==> src/rtl/tdmfir_pkg.sv <==
package tdmfir_pkg;

  // Accumulator width that holds the sum of ntap full products without overflow.
  function automatic int acc_width(input int dw, input int cw, input int ntap);
    return dw + cw + $clog2(ntap);
  endfunction

  // Tap index served by a given lane during a given phase.
  function automatic int tap_index(input int phase, input int lane, input int tpp);
    return phase * tpp + lane;
  endfunction

  // Width of the phase counter.
  function automatic int phase_width(input int tdm);
    return (tdm > 1) ? $clog2(tdm) : 1;
  endfunction

endpackage

==> src/rtl/tdmfir_delay_line.sv <==
module tdmfir_delay_line #(
  parameter int DW   = 16,
  parameter int NTAP = 8
) (
  input  logic                 clk,
  input  logic                 rst,
  input  logic                 shift_en,
  input  logic [DW-1:0]        din,
  output logic [NTAP*DW-1:0]   taps_flat
);

  logic [DW-1:0] tap_q [NTAP];

  always_ff @(posedge clk) begin
    if (rst)           tap_q[0] <= '0;
    else if (shift_en) tap_q[0] <= din;
  end

  for (genvar k = 1; k < NTAP; k++) begin : g_stage
    always_ff @(posedge clk) begin
      if (rst)           tap_q[k] <= '0;
      else if (shift_en) tap_q[k] <= tap_q[k-1];
    end
  end

  for (genvar k = 0; k < NTAP; k++) begin : g_flat
    assign taps_flat[k*DW +: DW] = tap_q[k];
  end


  newest_tap_chk: assert property (@(posedge clk) disable iff (rst)
    shift_en |=> tap_q[0] == $past(din));


  ripple_chk: assert property (@(posedge clk) disable iff (rst)
    shift_en |=> tap_q[NTAP-1] == $past(tap_q[NTAP-2]));


  hold_chk: assert property (@(posedge clk) disable iff (rst)
    !shift_en |=> $stable(taps_flat));

endmodule

==> src/rtl/tdmfir_phase_ctrl.sv <==
module tdmfir_phase_ctrl #(
  parameter int TDM = 4,
  localparam int PW = tdmfir_pkg::phase_width(TDM)
) (
  input  logic          clk,
  input  logic          rst,
  input  logic          strobe,
  output logic          accept,
  output logic          active,
  output logic [PW-1:0] phase,
  output logic          first,
  output logic          last
);

  localparam logic [PW-1:0] LAST_PH = PW'(TDM - 1);

  assign last   = active && (phase == LAST_PH);
  assign first  = active && (phase == '0);
  assign accept = strobe && (!active || last);

  always_ff @(posedge clk) begin
    if (rst) begin
      active <= 1'b0;
      phase  <= '0;
    end else if (accept) begin
      active <= 1'b1;
      phase  <= '0;
    end else if (active) begin
      if (phase == LAST_PH) active <= 1'b0;
      else                  phase  <= phase + 1'b1;
    end
  end


  start_chk: assert property (@(posedge clk) disable iff (rst)
    accept |=> active && phase == '0);


  step_chk: assert property (@(posedge clk) disable iff (rst)
    active && !last |=> active && phase == PW'($past(phase) + 1'b1));


  busy_ignore_chk: assert property (@(posedge clk) disable iff (rst)
    strobe && active && !last |=> phase != '0);

endmodule

==> src/rtl/tdmfir_coef_rom.sv <==
module tdmfir_coef_rom #(
  parameter int CW   = 16,
  parameter int TDM  = 4,
  parameter int TPP  = 2,
  parameter int LANE = 0,
  parameter logic [TDM*TPP*CW-1:0] COEFS = '0,
  localparam int PW = tdmfir_pkg::phase_width(TDM)
) (
  input  logic          clk,
  input  logic [PW-1:0] addr,
  output logic [CW-1:0] dout
);

  logic [CW-1:0] rom [TDM];

  for (genvar p = 0; p < TDM; p++) begin : g_word
    assign rom[p] = COEFS[tdmfir_pkg::tap_index(p, LANE, TPP)*CW +: CW];
  end

  always_ff @(posedge clk) begin
    dout <= rom[addr];
  end

endmodule

==> src/rtl/tdmfir_mac.sv <==
module tdmfir_mac #(
  parameter int DW  = 16,
  parameter int CW  = 16,
  parameter int TPP = 2,
  parameter int AW  = 35
) (
  input  logic                 clk,
  input  logic                 rst,
  input  logic                 in_valid,
  input  logic                 in_first,
  input  logic                 in_last,
  input  logic [TPP*DW-1:0]    x_flat,
  input  logic [TPP*CW-1:0]    c_flat,
  output logic signed [AW-1:0] y,
  output logic                 y_valid
);

  localparam int PRW = DW + CW;

  function automatic logic signed [PRW-1:0] mul_term(input logic signed [DW-1:0] a,
                                                     input logic signed [CW-1:0] b);
    logic signed [PRW-1:0] ea, eb;
    ea = PRW'(a);
    eb = PRW'(b);
    return ea * eb;
  endfunction

  function automatic logic signed [AW-1:0] widen(input logic signed [PRW-1:0] v);
    return AW'(v);
  endfunction

  logic signed [PRW-1:0] prod_q [TPP];
  logic                  vb, fb, lb;
  logic signed [AW-1:0]  acc_q;
  logic signed [AW-1:0]  lane_sum;
  logic signed [AW-1:0]  acc_next;
  logic                  acc_clear;
  logic                  out_fire;

  always_comb begin
    lane_sum = '0;
    for (int j = 0; j < TPP; j++) lane_sum = lane_sum + widen(prod_q[j]);
  end

  assign acc_clear = vb && fb;
  assign out_fire  = vb && lb;
  assign acc_next  = (acc_clear ? '0 : acc_q) + lane_sum;

  always_ff @(posedge clk) begin
    if (rst) begin
      vb <= 1'b0;
      fb <= 1'b0;
      lb <= 1'b0;
      for (int j = 0; j < TPP; j++) prod_q[j] <= '0;
      acc_q   <= '0;
      y       <= '0;
      y_valid <= 1'b0;
    end else begin
      vb <= in_valid;
      fb <= in_first;
      lb <= in_last;
      for (int j = 0; j < TPP; j++)
        prod_q[j] <= mul_term(x_flat[j*DW +: DW], c_flat[j*CW +: CW]);
      if (vb) acc_q <= acc_next;
      y_valid <= out_fire;
      if (out_fire) y <= acc_next;
    end
  end


  clear_chk: assert property (@(posedge clk) disable iff (rst)
    acc_clear |=> acc_q == $past(lane_sum));


  fire_chk: assert property (@(posedge clk) disable iff (rst)
    out_fire |=> y_valid && y == acc_q);


  quiet_chk: assert property (@(posedge clk) disable iff (rst)
    !out_fire |=> !y_valid && $stable(y));


  pulse_chk: assert property (@(posedge clk) disable iff (rst)
    y_valid |=> !y_valid);

endmodule

==> src/rtl/tdmfir.sv <==
module tdmfir #(
  parameter int DW  = 16,
  parameter int CW  = 16,
  parameter int TDM = 4,
  parameter int TPP = 2,
  parameter logic [TDM*TPP*CW-1:0] COEFS = 128'h01FF_DCD8_0007_0019_8000_7FFF_F2B8_04B0,
  localparam int NTAP = TDM * TPP,
  localparam int AW   = tdmfir_pkg::acc_width(DW, CW, TDM * TPP),
  localparam int PW   = tdmfir_pkg::phase_width(TDM)
) (
  input  logic                 clk,
  input  logic                 rst,
  input  logic                 sample_valid,
  input  logic signed [DW-1:0] x_in,
  output logic signed [AW-1:0] y_out,
  output logic                 y_valid
);

  logic          accept, active, first, last;
  logic [PW-1:0] phase;
  logic [NTAP*DW-1:0] taps_flat;
  logic [TPP*DW-1:0]  sel_x;
  logic [TPP*DW-1:0]  xa_q;
  logic [TPP*CW-1:0]  ca;
  logic               va_q, fa_q, la_q;

  tdmfir_phase_ctrl #(.TDM(TDM)) u_ctrl (
    .clk(clk), .rst(rst), .strobe(sample_valid), .accept(accept),
    .active(active), .phase(phase), .first(first), .last(last)
  );

  tdmfir_delay_line #(.DW(DW), .NTAP(NTAP)) u_line (
    .clk(clk), .rst(rst), .shift_en(accept), .din(x_in), .taps_flat(taps_flat)
  );

  // Tap group selection and matching coefficient ROM per lane.
  for (genvar j = 0; j < TPP; j++) begin : g_lane
    always_comb begin
      sel_x[j*DW +: DW] = taps_flat[tdmfir_pkg::tap_index(int'(phase), j, TPP)*DW +: DW];
    end

    tdmfir_coef_rom #(.CW(CW), .TDM(TDM), .TPP(TPP), .LANE(j), .COEFS(COEFS)) u_rom (
      .clk(clk), .addr(phase), .dout(ca[j*CW +: CW])
    );
  end

  // Operand register, aligned with the ROM read.
  always_ff @(posedge clk) begin
    if (rst) begin
      va_q <= 1'b0;
      fa_q <= 1'b0;
      la_q <= 1'b0;
      xa_q <= '0;
    end else begin
      va_q <= active;
      fa_q <= first;
      la_q <= last;
      xa_q <= sel_x;
    end
  end

  tdmfir_mac #(.DW(DW), .CW(CW), .TPP(TPP), .AW(AW)) u_mac (
    .clk(clk), .rst(rst), .in_valid(va_q), .in_first(fa_q), .in_last(la_q),
    .x_flat(xa_q), .c_flat(ca), .y(y_out), .y_valid(y_valid)
  );


  operand_flow_chk: assert property (@(posedge clk) disable iff (rst)
    active |=> va_q && (fa_q == $past(phase == '0)));

endmodule

==> config.mk <==
export PLATFORM = sky130hd
export DESIGN_NAME = tdmfir
export DESIGN_NICKNAME = d
export VERILOG_FILES = /design/src/rtl/tdmfir_pkg.sv /design/src/rtl/tdmfir_delay_line.sv /design/src/rtl/tdmfir_phase_ctrl.sv /design/src/rtl/tdmfir_coef_rom.sv /design/src/rtl/tdmfir_mac.sv /design/src/rtl/tdmfir.sv
export SDC_FILE = /design/constraint.sdc
export NUM_CORES = 2
export LEC_CHECK = 0
export BUFFER_PORTS_ARGS = -buffer_cell sky130_fd_sc_hd__buf_2
export CORE_MARGIN = 5
export CORE_UTILIZATION = 41
export CTS_BUF_LIST = sky130_fd_sc_hd__clkbuf_16
export DETAILED_ROUTE_END_ITERATION = 10
export GPL_TIMING_DRIVEN = 0
export SYNTH_ARGS = -nofsm -noshare
export SYNTH_HDL_FRONTEND = slang
export SYNTH_SLANG_ARGS = --single-unit
==> constraint.sdc <==
create_clock -name clk -period 7.8 [get_ports clk]
set_input_delay 1.56 -clock clk [delete_from_list [all_inputs] [get_ports clk]]
set_output_delay 1.56 -clock clk [all_outputs]
set_load 0.05 [all_outputs]
* Word-level counts from Yosys, hierarchy flattened *
Memory sizes are Yosys's and may differ from the RTL's.
Cells that the tools add are included.

operators by class
  $add $sub $neg = 4
  order comparisons = 1
  shifts and indexed selects = 2
  reduce and logical (&&, ||, !) cells = 10
  mux-type cells = 26
  equal/unequal tests = 1
  multiply operators = 2
  bitwise gates (word level) = 12

operator list
  operator                                      count
  2-to-1 mux 16 bit                             12
  indexed part select 128 x 8 -> 16 bit         1
  indexed part select 128 x 9 -> 16 bit         1
  binary-select mux 16 bit (select 2 bit)       2
  multiplier 16 x 16 -> 32 bit                  2
  2-to-1 mux 32 bit                             2
  adder 35 bit                                  1
  2-to-1 mux 35 bit                             1
  adder 32 x 32 -> 33 bit                       1
  bitwise OR 1 bit                              10
  2-to-1 mux 1 bit                              9
  logical AND 1 bit                             5
  adder 3 x 1 -> 4 bit (second input constant)  1
  >= comparator 3 bit (second input constant)   1
  inverter 2 -> 3 bit                           1
  adder 2 x 1 -> 2 bit (second input constant)  1
  == test 2 bit (second input constant)         1
  logical NOT 2 bit                             1
  AND reduction 2 bit                           1
  OR reduction 2 bit                            1
  logical NOT 1 bit                             1
  logical OR 1 bit                              1
  inverter 1 bit                                1

storage, ports and cells
  input bits = 19
  register bits = 144
  logic and storage cells = 74
  memories kept = 2
  bits in writable memories = 192

memories
  name          depth  bits a word  rd ports  clocked after Yosys merged registers in  write ports  RTL line                 source
  u_line.tap_q  8      16           8         0                                        8            tdmfir_delay_line.sv:12  logic [DW-1:0] tap_q [NTAP];
  u_mac.prod_q  2      32           2         0                                        2            tdmfir_mac.sv:32         logic signed [PRW-1:0] prod_q [TPP];

* Depth between registers and ports, before layout *
  depth after elaboration = 8
  depth in mapped cells = 26
  depth with buffers taken out = 24

* Cells and area by module *
From an unflattened synthesis, not the netlist that was laid out.

unflattened totals
  cells, all modules = 3520
  area total of the unflattened synthesis = 34640.7 sq um

modules (own cells, without submodules)
  module                              times used  cells each  seq. area each (sq um)  area an instance (sq um)
  tdmfir_mac                          1           3019        2762.6                  26990.9
  tdmfir_delay_line                   1           285         3843.7                  5256.3
  tdmfir                              1           150         700.7                   1726.7
  tdmfir_coef_rom at g_lane[0].u_rom  1           25          140.1                   276.5
  tdmfir_coef_rom at g_lane[1].u_rom  1           22          100.1                   222.7
  tdmfir_phase_ctrl                   1           19          60.1                    167.7

* Worst setup path before layout *
No wires, ideal clock.

  kind = register to register
  from = register g_lane[0].u_rom.dout[5]
  to = memory u_mac.prod_q[0][30] (netlist name)
  stages on the path, launching flop included = 22
  period minus slack after synthesis = 6.179 ns
  setup time = 0.121 ns
  arrival = 6.059 ns
  slack = 1.621 ns
  cells stage by stage = dfxtp_1 clkbuf_1 buf_1 nand2_1 fa_1 fa_1 fa_1 inv_1 fa_1 fa_1 inv_1 fa_1 inv_1 ha_1 and2_1 a221o_1 a31oi_1 nor3b_1 a21oi_1 a311oi_1 o311ai_1 mux2_2

RTL lines
  item                      RTL line               source
  start: declaration        tdmfir_coef_rom.sv:11  output logic [CW-1:0] dout
  start signal: assignment  tdmfir_coef_rom.sv:21  dout <= rom[addr];
  end: declaration          tdmfir_mac.sv:32

==> results.md <==
- Setup_tns: 0 ns
- Setup Buffers After CTS: 0
- Distinct cells, synth: 77
- Clock Root Buffer: clkbuf_16
- Pwr dens: 274 mW/mm^2
- Leakage: 0.0168 uW
- Hold Buf Count CTS: 0
- Setup Slack @ Placement: -0.382 ns
- Reg-to-reg critical path endpoint: u_mac.prod_q[0][30]$_SDFF_PP0_
- Final Power: 9400 uW
- Status: complete, no violations
- Initial DRC count: 1231
- Num rows: 101
- Starting Density: 41.4%
- Count leader, synth: inv_1
- Synthesis-to-layout area growth: 8.64%
- Setup violations, final: 0
- Final WL: 77900 microns
- TritonCTS Sinks: 314
- Total Routing Usage GR: 19.3%
- GR Overflow Total: 0
- Yosys warning total: 0
- Hold Path Class: reg2reg
- Async SR Flop Fraction: 0%
- Slew Limit Headroom: 32.9%
- Initial antenna violation count: 3
- Layout Nets: 3976
- Ports: 55
- Most frequent cells after synthesis: inv_1 (631), fa_1 (451), and2_1 (261), ha_1 (261), nand2_1 (237)
- Fin Clk Skew: 0.0407 ns
- Synth Area per Inst: 10.0 sq um
- Clk_lat worst skew: 0.56 ns
- Crit path launch type: register
- CP Max Fanout: 11
- Vias in the first global route: 22515
- Synth area leader: fa_1
- Synthesized flop and latch total: 314
- Fmax: 0.134 GHz
- Worst Slack Setup Final: 0.326 ns
- Residual DRC: 0
- Via Count: 21204
- Die W: 287 microns
- Hold Path Origin: u_ctrl.phase[1]$_SDFFE_PP0P_
- RSZ-0062 raised after global routing: false
- Post-Syn Instances: 3151
- Worst reg2reg startpoint: g_lane[0].u_rom.dout[14]$_DFF_P_
- GPL Wtd Cong: 0.905
- Full die area: 0.0827 sq mm
- Die span in y: 287 microns
- Period utilization: 95.8%
- H-tree Lvls: 2
- Hold path cells: 0
- Post-synth EDFFs: 128
- Hold Fails Final Rpt: 0
- Top cells by area, synth: fa_1 (29%), edfxtp_1 (12%), dfxtp_1 (12%), ha_1 (10%), inv_1 (7.5%)
- R2R setup slack: 0.33 ns
- Layout cell share with drive strength beyond 1: 5.72%
- Crit path kind: reg2reg
- Seq/Total Area, Yosys: 24.0%
- Synth Flop Type: dfxtp_1
- CTS tree: done
- Peak VDD IR: 0.242 mV
- Via density: 4.93
- Core area: 0.0762 sq mm
- Fin Hold WS: 0.396 ns
- Buffers added on ports: 53
- Synth Cell Area: 0.0316 sq mm
- Least-Margin Pin Slew: 1.01 ns
- Wire per inst: 18.1 microns
- CTS buffer count: 34
- CP required: 8.23 ns
- Clock-pin transition on the worst setup and hold timing paths: 0.06 ns
- 1st-pass router iterations: 9
- End of the worst hold path: g_lane[1].u_rom.dout[2]$_DFF_P_
- Number of max-cap violations: 0
- First-pass GRT wire length: 126000 microns
- Post-layout min period: 7.47 ns
- Worst Path Arrival: 7.91 ns
- Hpwl dp: 64300 microns
- R2R depth: 20
- DRT antenna net count: 0
- Max-slew violations: 0
- CTS max path bufs: 3
- Critical Path End Type: register
- Share of the synthesized area in the top cell type: 28.6%
- Largest net degree at the start of global routing: 56
[where the power goes]
part           internal (uW)  switching, uW
clock                    882            716
combinational           2370           3380
sequential              1930            115
total                   5180           4220
[registers in the layout, summed over array words and instances (netlist names), 2 cells and up]
name,count
u_mac.acc_q,35
u_mac.y,35
g_lane.u_rom.dout,10
u_ctrl.phase,2
u_line.tap_q,128
u_mac.prod_q,64
xa_q,32
[worst max-delay path by stage]
stage                                                 from                        endpoint  cells after the start
after floorplan            g_lane[0].u_rom.dout[5]$_DFF_P_  u_mac.prod_q[0][30]$_SDFF_PP0_                     21
after global routing      g_lane[0].u_rom.dout[14]$_DFF_P_  u_mac.prod_q[0][30]$_SDFF_PP0_                     20
after CTS                 g_lane[0].u_rom.dout[14]$_DFF_P_  u_mac.prod_q[0][31]$_SDFF_PP0_                     22
after detailed placement   g_lane[0].u_rom.dout[5]$_DFF_P_  u_mac.prod_q[0][31]$_SDFF_PP0_                     23
final                     g_lane[0].u_rom.dout[14]$_DFF_P_  u_mac.prod_q[0][30]$_SDFF_PP0_                     20
after global placement     g_lane[0].u_rom.dout[5]$_DFF_P_  u_mac.prod_q[0][31]$_SDFF_PP0_                     23
[cells by family (layout without fill, tap and decap cells)]
group                      Yosys count  in the layout  synth area share (%)
and+or+nand+nor                    796            796                  12.8
other                                2             11                0.0238
xor gates and xnor gates           136            136                  3.77
buffers and inverters              730            842                  8.69
muxes                               65             65                  3.34
DFF                                314            314                  24.0
AOI/OAI and AO/OA                  395            395                  8.45
adders and majority gates          713            713                  39.0
[layout make-up]
class	instances	area, sq um
diodes	1	2.50
plain buffers	94	362
clock buffers	36	901
clock inverters	26	186
fillers	7386	41900
inverters	631	2370
multi-input cells	2115	21300
flip-flops and latches	314	7570
well taps	1030	1290
repair buffers	55	320
[worst max-delay path, stage by stage, from the launching register on]
cell	delay, ns
dfxtp_1	0.70
clkbuf_2	0.35
nand2_1	0.25
fa_1	0.60
fa_1	0.45
fa_1	0.52
inv_1	0.05
fa_1	0.50
fa_1	0.50
inv_1	0.05
fa_1	0.49
inv_1	0.08
ha_1	0.35
and2_1	0.19
a221o_1	0.29
a31oi_1	0.37
nor3b_1	0.30
a21oi_1	0.17
a311oi_1	0.45
o311ai_1	0.31
mux2_2	0.39
[routing by layer]
layer  wire, microns  GRT usage [%]  up-vias
met5               0              0        -
met4            2180           5.09        0
met3            4050           3.12      119
met2           35900           31.9      513
met1           35700           26.6    10329
li1                -              -    10243
[repair_timing]
action                     CTS  global route
setup endpoints to repair    6             5
resized for setup            2             6
pin swaps                    0             0
[cells in the final DEF (no fill, tap or decap), types with 13 or more instances in the layout]
master	Yosys	final
a31oi_1	21	21
nand3_1	30	30
fa_1	451	451
mux2i_1	31	31
o21bai_1	14	14
buf_2	0	54
nand2b_1	15	15
clkbuf_16	0	36
inv_1	631	636
clkbuf_1	83	76
edfxtp_1	128	128
nor2_1	143	143
a21oi_1	115	114
and2_1	261	261
nand2_1	237	236
buf_1	15	13
a21o_1	52	52
a211oi_1	18	18
nor2b_1	21	21
a31o_2	17	17
mux4_2	32	32
xor2_1	47	47
xnor2_1	89	89
dfxtp_1	186	186
o21ai_0	54	54
ha_1	261	261
nor3_1	26	26
and3_1	20	20
[stage by stage]
step                      instances  cell area (sq um)  utilization (%)
after detailed placement       4244              33200             43.6
after global placement         4242              33200             43.5
final                          4302              34300             45.0
after floorplan                3159              31600                -
after global routing           4301              34300             45.0
after CTS                      4304              34300             45.0
Note: power is estimated with default switching activity, not from simulation.
